<file path="config.mk">
export PLATFORM = sky130hd
export DESIGN_NAME = rle_line_encoder
export DESIGN_NICKNAME = d
export VERILOG_FILES = /design/src/rtl/rle_enc_pkg.sv /design/src/rtl/rle_hold_timer.sv /design/src/rtl/rle_run_reg.sv /design/src/rtl/rle_line_encoder.sv
export SDC_FILE = /design/constraint.sdc
export NUM_CORES = 1
export LEC_CHECK = 0
export ABC_AREA = 1
export BUFFER_PORTS_ARGS = -buffer_cell sky130_fd_sc_hd__buf_2
export CAP_MARGIN = 20
export CORE_AREA = 2 2 54 66
export CTS_BUF_LIST = sky130_fd_sc_hd__clkbuf_16
export DETAILED_ROUTE_END_ITERATION = 10
export DIE_AREA = 0 0 56 68
export PLACE_DENSITY = 0.62
export SYNTH_ARGS = -nofsm -noshare
export SYNTH_HDL_FRONTEND = slang
export SYNTH_SLANG_ARGS = --single-unit
export TNS_END_PERCENT = 5
</file>
<file path="constraint.sdc">
create_clock -name clk -period 1.58 [get_ports clk]
set_clock_uncertainty 0.2 [all_clocks]
set_input_delay 0.395 -clock clk [delete_from_list [all_inputs] [get_ports clk]]
set_output_delay 0.395 -clock clk [all_outputs]
set_load 0.03 [all_outputs]
</file>
<file path="src/rtl/rle_enc_pkg.sv">
package rle_enc_pkg;

    typedef enum logic [2:0] {
        ST_IDLE,
        ST_LEAD,
        ST_COLLECT,
        ST_RUN,
        ST_ZERO
    } enc_state_e;

endpackage

</file>
<file path="src/rtl/rle_hold_timer.sv">
module rle_hold_timer #(
    parameter int HOLD_CYCLES = 3,
    localparam int TW = (HOLD_CYCLES > 1) ? $clog2(HOLD_CYCLES) : 1
) (
    input  logic clk,
    input  logic rst_n,
    input  logic start,
    output logic done
);

    logic [TW-1:0] left_q;

    always_ff @(posedge clk or negedge rst_n) begin
        if (!rst_n) begin
            left_q <= '0;
        end else if (start) begin
            left_q <= TW'(HOLD_CYCLES - 1);
        end else if (left_q != '0) begin
            left_q <= left_q - TW'(1);
        end
    end

    assign done = (left_q == '0);

endmodule

</file>
<file path="src/rtl/rle_run_reg.sv">
module rle_run_reg #(
    parameter int MAX_COUNT = 5,
    localparam int CW = $clog2(MAX_COUNT + 1)
) (
    input  logic          clk,
    input  logic          rst_n,
    input  logic          load,
    input  logic          load_val,
    input  logic          inc,
    output logic          val,
    output logic [CW-1:0] cnt
);

    always_ff @(posedge clk or negedge rst_n) begin
        if (!rst_n) begin
            val <= 1'b0;
            cnt <= '0;
        end else if (load) begin
            val <= load_val;
            cnt <= CW'(1);
        end else if (inc) begin
            cnt <= cnt + CW'(1);
        end
    end

endmodule

</file>
<file path="src/rtl/rle_line_encoder.sv">
module rle_line_encoder
    import rle_enc_pkg::*;
#(
    parameter int MAX_COUNT   = 5,
    parameter int HOLD_CYCLES = 3,
    localparam int CW = $clog2(MAX_COUNT + 1)
) (
    input  logic          clk,
    input  logic          rst_n,
    input  logic          bit_valid,
    input  logic          bit_data,
    input  logic          bit_last,
    output logic          bit_ready,
    output logic          line_clk,
    output logic [CW-1:0] run_count,
    output logic          busy
);

    enc_state_e    state_q, state_d;
    logic          run_val;
    logic [CW-1:0] run_cnt;
    logic          run_load, run_inc;
    logic          hold_done;
    logic          sym_load, sym_line;
    logic [CW-1:0] sym_cnt;
    logic          split_q, split_d;
    logic          fin_q, fin_d;
    logic          final_q, final_d;
    logic          take;

    rle_run_reg #(.MAX_COUNT(MAX_COUNT)) u_run (
        .clk      (clk),
        .rst_n    (rst_n),
        .load     (run_load),
        .load_val (bit_data),
        .inc      (run_inc),
        .val      (run_val),
        .cnt      (run_cnt)
    );

    rle_hold_timer #(.HOLD_CYCLES(HOLD_CYCLES)) u_hold (
        .clk   (clk),
        .rst_n (rst_n),
        .start (sym_load),
        .done  (hold_done)
    );

    assign bit_ready = (state_q == ST_IDLE) || (state_q == ST_COLLECT);
    assign busy      = (state_q != ST_IDLE);
    assign take      = bit_valid && bit_ready;

    // state register
    always_ff @(posedge clk or negedge rst_n) begin
        if (!rst_n) state_q <= ST_IDLE;
        else        state_q <= state_d;
    end

    // next state and symbol control
    always_comb begin
        state_d  = state_q;
        sym_load = 1'b0;
        sym_line = line_clk;
        sym_cnt  = '0;
        run_load = 1'b0;
        run_inc  = 1'b0;
        split_d  = split_q;
        fin_d    = fin_q;
        final_d  = final_q;
        unique case (state_q)
            ST_IDLE: begin
                if (take) begin
                    sym_load = 1'b1;
                    sym_line = ~bit_data;
                    run_load = 1'b1;
                    fin_d    = bit_last;
                    split_d  = 1'b0;
                    final_d  = 1'b0;
                    state_d  = ST_LEAD;
                end
            end
            ST_COLLECT: begin
                if (take) begin
                    if (bit_data != run_val) begin
                        sym_load = 1'b1;
                        sym_line = run_val;
                        sym_cnt  = run_cnt;
                        run_load = 1'b1;
                        fin_d    = bit_last;
                        state_d  = ST_RUN;
                    end else if (run_cnt == CW'(MAX_COUNT)) begin
                        sym_load = 1'b1;
                        sym_line = run_val;
                        sym_cnt  = run_cnt;
                        run_load = 1'b1;
                        split_d  = 1'b1;
                        fin_d    = bit_last;
                        state_d  = ST_RUN;
                    end else if (bit_last) begin
                        sym_load = 1'b1;
                        sym_line = run_val;
                        sym_cnt  = run_cnt + CW'(1);
                        final_d  = 1'b1;
                        state_d  = ST_RUN;
                    end else begin
                        run_inc = 1'b1;
                    end
                end
            end
            ST_LEAD, ST_ZERO: begin
                if (hold_done) begin
                    if (fin_q) begin
                        sym_load = 1'b1;
                        sym_line = run_val;
                        sym_cnt  = run_cnt;
                        fin_d    = 1'b0;
                        final_d  = 1'b1;
                        state_d  = ST_RUN;
                    end else begin
                        state_d = ST_COLLECT;
                    end
                end
            end
            ST_RUN: begin
                if (hold_done) begin
                    if (split_q) begin
                        sym_load = 1'b1;
                        sym_line = ~run_val;
                        split_d  = 1'b0;
                        state_d  = ST_ZERO;
                    end else if (final_q) begin
                        sym_load = 1'b1;
                        final_d  = 1'b0;
                        state_d  = ST_IDLE;
                    end else if (fin_q) begin
                        sym_load = 1'b1;
                        sym_line = run_val;
                        sym_cnt  = run_cnt;
                        fin_d    = 1'b0;
                        final_d  = 1'b1;
                    end else begin
                        state_d = ST_COLLECT;
                    end
                end
            end
            default: state_d = ST_IDLE;
        endcase
    end

    // registered outputs and sequencing flags
    always_ff @(posedge clk or negedge rst_n) begin
        if (!rst_n) begin
            line_clk  <= 1'b0;
            run_count <= '0;
            split_q   <= 1'b0;
            fin_q     <= 1'b0;
            final_q   <= 1'b0;
        end else begin
            if (sym_load) begin
                line_clk  <= sym_line;
                run_count <= sym_cnt;
            end
            split_q <= split_d;
            fin_q   <= fin_d;
            final_q <= final_d;
        end
    end

endmodule

</file>
Word-level counts from Yosys, hierarchy flattened
Index checks and enable logic that the tools add are counted.
{"block": "word_totals", "elab_cells": 131, "memories": 0, "input_bits": 5, "mem_bits_ro": 0, "latchBits": 0, "ramBits": 0, "out_inout_bits": 6, "ff_bits": 16}
{"block": "classes", "multipliers": 0, "n_eq_ne": 21, "n_div": 0, "n_addsub": 2, "n_reduce_logical": 16, "n_shift": 0, "n_bitwise": 2, "n_lt_le_gt_ge": 0, "n_mux": 81}
{"op": "3-bit 2-to-1 mux", "count": 21}
{"op": "1-bit 2-to-1 mux", "count": 50}
{"op": "2-bit inequality test (second input constant)", "count": 10}
{"op": "1-bit case mux with 4 select lines", "count": 4}
{"op": "8-bit AND reduction", "count": 2}
{"op": "3-bit case mux with 4 select lines", "count": 1}
{"op": "6-bit AND reduction", "count": 2}
{"op": "10-bit AND reduction", "count": 1}
{"op": "3-bit case mux with 3 select lines", "count": 1}
{"op": "3-bit by 2-bit == test with 1-bit output (second input constant)", "count": 2}
{"op": "3-bit == test (second input constant)", "count": 2}
{"op": "2-bit nonzero test", "count": 3}
{"op": "3-bit nonzero test", "count": 2}
{"op": "2-bit 2-to-1 mux", "count": 2}
{"op": "4-bit by 2-bit inequality test with 1-bit output (second input constant)", "count": 1}
{"op": "4-bit inequality test (second input constant)", "count": 1}
{"op": "4-bit nonzero test", "count": 1}
{"op": "3-bit by 1-bit adder with 3-bit output (second input constant)", "count": 1}
{"op": "3-bit by 1-bit == test with 1-bit output (second input constant)", "count": 1}
{"op": "3-bit logical NOT", "count": 1}
{"op": "3-bit by 1-bit inequality test with 1-bit output (second input constant)", "count": 1}
{"op": "3-bit inequality test (second input constant)", "count": 1}
{"op": "1-bit case mux with 3 select lines", "count": 1}
{"op": "2-bit logical NOT", "count": 1}
{"op": "other kinds (8)", "count": 9}

Depth between registers and ports, before layout
{"block": "depth", "ltp_word": 7, "depth_mapped": 10, "ltp_nobuf": 9}

Modules after synthesis
A second synthesis with hierarchy kept.
{"block": "unflattened", "cells_unflattened": 185, "hier_area_um2": 1223.7}
{"mod": "rle_line_encoder", "seq_area_each_um2": 250.2, "instances": 1, "cells_per_inst": 150, "area_each_um2": 938.4}
{"mod": "rle_run_reg", "seq_area_each_um2": 100.1, "instances": 1, "cells_per_inst": 21, "area_each_um2": 177.7}
{"mod": "rle_hold_timer", "seq_area_each_um2": 50.0, "instances": 1, "cells_per_inst": 14, "area_each_um2": 107.6}

Worst setup path after synthesis
No wires, ideal clock.
{"block": "synth_timing", "path_type": "register to register", "start": "register state_q[0]", "end": "register line_clk", "synth_period_minus_slack_ns": 1.828, "arrival_time_ns": 1.510, "required_ns": 1.263, "path_buffers": 1, "path_stages_with_launch": 7, "setup_time_ns": 0.117, "setup_slack_ns": -0.248, "path_cell_list": "dfrtp_1 -> buf_2 -> nor2_1 -> nand2_1 -> and3_1 -> nand3_1 -> nand2_1"}
{"block": "synth_via", "elab_chain_cells": 6, "word_cells_on_any_way": 20, "cone_classes": "eq/ne: 10; mux: 4; reduce/logical: 6"}
{"item": "start: declaration", "line": "rle_line_encoder.sv:19", "text": "enc_state_e state_q, state_d;"}
{"item": "start signal: assignment", "line": "rle_line_encoder.sv:55", "text": "else state_q <= state_d;"}
{"item": "3-bit by 2-bit == test with 1-bit output or 3-bit logical NOT (tied branches)", "line": "rle_line_encoder.sv:48", "text": "assign bit_ready = (state_q == ST_IDLE) || (state_q == ST_COLLECT);"}
{"item": "1-bit logical OR *", "line": "rle_line_encoder.sv:48"}
{"item": "named net bit_ready", "line": "rle_line_encoder.sv:13", "text": "output logic bit_ready,"}
{"item": "1-bit logical AND *", "line": "rle_line_encoder.sv:50", "text": "assign take = bit_valid && bit_ready;"}
{"item": "1-bit 2-to-1 mux, on equally long branches", "line": "rle_line_encoder.sv:82, rle_line_encoder.sv:71"}
{"item": "1-bit case mux with 4 select lines", "line": "rle_line_encoder.sv:69", "text": "unique case (state_q)"}
{"item": "8-bit AND reduction (no source line) *"}
{"item": "end signal: assignment", "line": "rle_line_encoder.sv:159", "text": "line_clk <= sym_line;"}
{"item": "end: declaration", "line": "rle_line_encoder.sv:14", "text": "output logic line_clk,"}
Mark *: on every way through the listed nets, which the timed path passes. The rest lies on a longest branch.
A chain may end at the register's enable or synchronous reset.

Worst setup path in the final report
{"block": "layout_timing", "start": "register state_q[2]", "end": "output bit_ready"}
{"block": "layout_via", "elab_chain_cells": 2, "word_cells_on_any_way": 3, "cone_classes": "eq/ne: 1; reduce/logical: 2"}
{"item": "3-bit by 2-bit == test with 1-bit output or 3-bit logical NOT (tied branches)", "line": "rle_line_encoder.sv:48"}
{"item": "1-bit logical OR *", "line": "rle_line_encoder.sv:48"}
{"item": "end: declaration", "line": "rle_line_encoder.sv:13"}
Every way passes the cells marked *; elsewhere a longest branch is shown, timed or not.

==> metrics.txt <==
multiplexer area fraction after synthesis 0; Crit Reg-Reg Startpoint u_run.cnt[1]$_DFFE_PN0P_; proportion of power drawn by flip-flops and latches 0.201; overall global routing resource usage 0.199; global-route wire length before repair around 5700 µm; dominant synthesized flop cell sky130_fd_sc_hd__dfrtp_1; final clock period utilization by the worst path 1.07; area share of the largest cell type after synthesis 0.333; endpoint type of the worst setup path primary output; Hold Path Origin bit_valid; global placement routability congestion about 0.86; Gate Count Post-Synth 175; number of antenna violations at the first check in global routing 0; half-perimeter wire length of the detailed placement result 2510 µm; commonest cells after routing, fill and taps aside sky130_fd_sc_hd__nand2_1 (42), sky130_fd_sc_hd__buf_4 (29), sky130_fd_sc_hd__nor2_1 (17), sky130_fd_sc_hd__inv_1 (15), sky130_fd_sc_hd__dfrtp_1 (13); Max-cap violations 0; most common library cell in the layout ignoring fill and taps sky130_fd_sc_hd__nand2_1; latest clock arrival within the worst-skew pair 0.25 ns; endpoint of the worst-slack reg-to-reg timing path final_q$_DFFE_PN0P_; startpoint types flip-flop; Async SR Flop Fraction 1.00; xor/xnor cell area share of the yosys netlist 0.00728; number of nets with antenna violations after routing 0; Max IR drop VDD 1.12 mV; placeable core region 3220 µm²; internal reg-to-reg setup slack -0.03 ns; EDFF count, synth 0; Hold Fails Final Rpt 0; worst path arrival time 1.09 ns; hold path cells 4; maximum number of pins on one net before global-route repair 17; Area Growth Syn to Fin 45.4%; total DRC errors in the routed layout 0; share of the synthesized area in compound gates (AO/OA/AOI/OAI) 0.0978; H-tree levels 1; power share of the clock group 0.141; RSZ-0062 raised after global routing true; tightest slew margin relative to the limit 0.741; max-slew violation count 0; type of the worst setup path flip-flop to primary output; synthesized-area fraction occupied by adder cells 0.0312; Pre-Repair DR Iteration Count 4; post-layout util 0.542; diode count 0; Chip Width ~56 µm; worst hold slack 0.322 ns; leading cell types by total area after synthesis sky130_fd_sc_hd__dfrtp_1 (33%), sky130_fd_sc_hd__nand2_1 (15%), sky130_fd_sc_hd__inv_1 (6.6%); slew of the pin with the lowest slew margin 0.388 ns; simple-gate share of the synthesized area 0.452; kind of path behind the tightest hold check primary input to flip-flop; largest fanout on the critical path 6; Switching Power 1.70 mW; number of synthesized register bits 16; cell type with the highest aggregate area in the netlist sky130_fd_sc_hd__dfrtp_1; post-synthesis instance area 1200 µm²; Die Y-Extent 68 µm; initial DRC count 47; sum of overflow across all layers after global routing 0; count of endpoints failing setup in the final report 7; Gate power share 0.658; boundary pin count 11; number of cell rows 23; DR vias 1300; switching part of the total power 0.466; total length of routed wires 3380 µm; ratio of routed vias to standard cells 5.04; share of the yosys chip area belonging to registers 0.333; Post-Syn Nets about 180; routed wirelength normalized by instance count 13.1 µm; distinct cell type count of the synthesized netlist 24; filler cell count 299; I/O Buffers 10; TritonCTS Buffers 3; root cell of the clock tree sky130_fd_sc_hd__clkbuf_16; Pwr per Cell Area 2090 nW/µm²; r2r worst-path depth 9; leakage power 0.896 nW; fraction of layout cells with a size suffix above 1 0.407; starting density of the core 0.373; status complete, but fails checks; Hold Path Sink u_run.cnt[0]$_DFFE_PN0P_; time the worst path needs with I/O delays and setup approximately 1.7 ns; Die Outline Area approximately 3800 µm²; required time at the worst-slack endpoint slightly below 1 ns; Max Root-Sink Buffers 2; final setup margin -0.106 ns; internal power 1.95 mW; Post-Synthesis Mean Instance Area 6.87 µm²; number of clock sinks seen by CTS 16; number of global-route vias before repair 1319; CTS tree built; Total Nets Final 230; clock transition time at the flip-flop clock pins of the worst setup and hold paths roughly 0.050 ns; Yosys warning count 0; largest family of logic cells by synthesized area simple AND/OR/NAND/NOR gates; max frequency 0.593 GHz; violated checks negative setup slack
## state kept, by name, summed over array words and instances (netlist names)
signal	count
run_count	3
state_q	3
u_run.cnt	3
u_hold.left_q	2
fin_q	1
final_q	1
line_clk	1
split_q	1
u_run.val	1
## worst max-delay path by stage
stage	depth (start not counted)	slack, ns	end	start
after floorplan	8	-0.005	line_clk$_DFFE_PN0P_	state_q[2]$_DFFE_PN0P_
after global placement	10	-0.16	u_run.cnt[0]$_DFFE_PN0P_	bit_data
after detailed placement	10	-0.19	u_run.cnt[0]$_DFFE_PN0P_	bit_data
after CTS	3	-0.1	bit_ready	state_q[2]$_DFFE_PN0P_
after global routing	3	-0.15	bit_ready	state_q[2]$_DFFE_PN0P_
final	3	-0.11	bit_ready	state_q[2]$_DFFE_PN0P_
## stage by stage
step	cell area, µm²	total power, mW	std cells	TNS [ns]	setup slack, ns
3_3_place_gp	1510	2.75	248	-1.02	-0.158
5_1_grt	1750	3.97	258	-1.57	-0.150
2_1_floorplan	1210	2.02	175	-0.00493	-0.00493
6_report	1750	3.66	258	-0.266	-0.106
4_1_cts	1690	3.48	258	-0.349	-0.0990
3_5_place_dp	1510	2.77	248	-1.28	-0.185
## cell type report
| cell class | instances | area, µm² | share of cell area |
|---|---|---|---|
| clock buffers | 3 | 75.1 | 0.0429 |
| clock inverters | 1 | 3.75 | 0.00215 |
| inverters | 24 | 92.6 | 0.0530 |
| multi-input cells | 134 | 802 | 0.459 |
| flip-flops and latches | 16 | 404 | 0.231 |
| well taps | 37 | 46.3 | 0.0265 |
| repair buffers | 43 | 324 | 0.185 |
## worst max-delay path: stages (launching register included)
cell and delay [ns]:
sky130_fd_sc_hd__dfrtp_2 0.45, sky130_fd_sc_hd__buf_6 0.14, sky130_fd_sc_hd__nor2_4 0.11, sky130_fd_sc_hd__buf_6 0.14
## what timing repair did
item,in CTS,in global routing
setup buffers,5,0
gates resized for setup,18,18
hold buffers,1,0
pin swaps,2,7
hold endpoints to repair,16,0
setup endpoints to repair,17,18
## cells by family after synthesis
family / count (synthesis)
AOI/OAI and AO/OA: 22
xor gates and xnor gates: 1
adders and majority gates: 3
buffers and inverters: 25
DFF: 16
and+or+nand+nor: 108
## routing by layer
metal | GRT usage | up-vias | wire length, µm
met2 | 0.363 | 28 | 1720
met3 | 0.0340 | 13 | 111
met4 | 0.113 | 0 | 137
li1 | - | 658 | -
met1 | 0.219 | 601 | 1420
met5 | 0 | - | 0
## cell usage after synthesis, types with 3 or more instances
cell type	n
sky130_fd_sc_hd__nand4_1	6
sky130_fd_sc_hd__ha_1	3
sky130_fd_sc_hd__inv_1	21
sky130_fd_sc_hd__inv_2	3
sky130_fd_sc_hd__nand2_2	3
sky130_fd_sc_hd__nand2_1	49
sky130_fd_sc_hd__o21ai_0	7
sky130_fd_sc_hd__o21ai_1	7
sky130_fd_sc_hd__a21oi_1	6
sky130_fd_sc_hd__nand3_1	13
sky130_fd_sc_hd__nand3_2	4
sky130_fd_sc_hd__nor2_4	3
sky130_fd_sc_hd__dfrtp_1	16
sky130_fd_sc_hd__nor2_1	21
## power groups by stage
stage | logic, mW | registers (mW) | clock network (mW)
after floorplan | 1.25 | 0.772 | 0
after global placement | 2.00 | 0.755 | 0
after detailed placement | 2.01 | 0.760 | 0
after CTS | 2.24 | 0.719 | 0.524
after global routing | 2.68 | 0.755 | 0.535
final | 2.40 | 0.734 | 0.517
No activity file was read; power rests on OpenSTA's default activity.
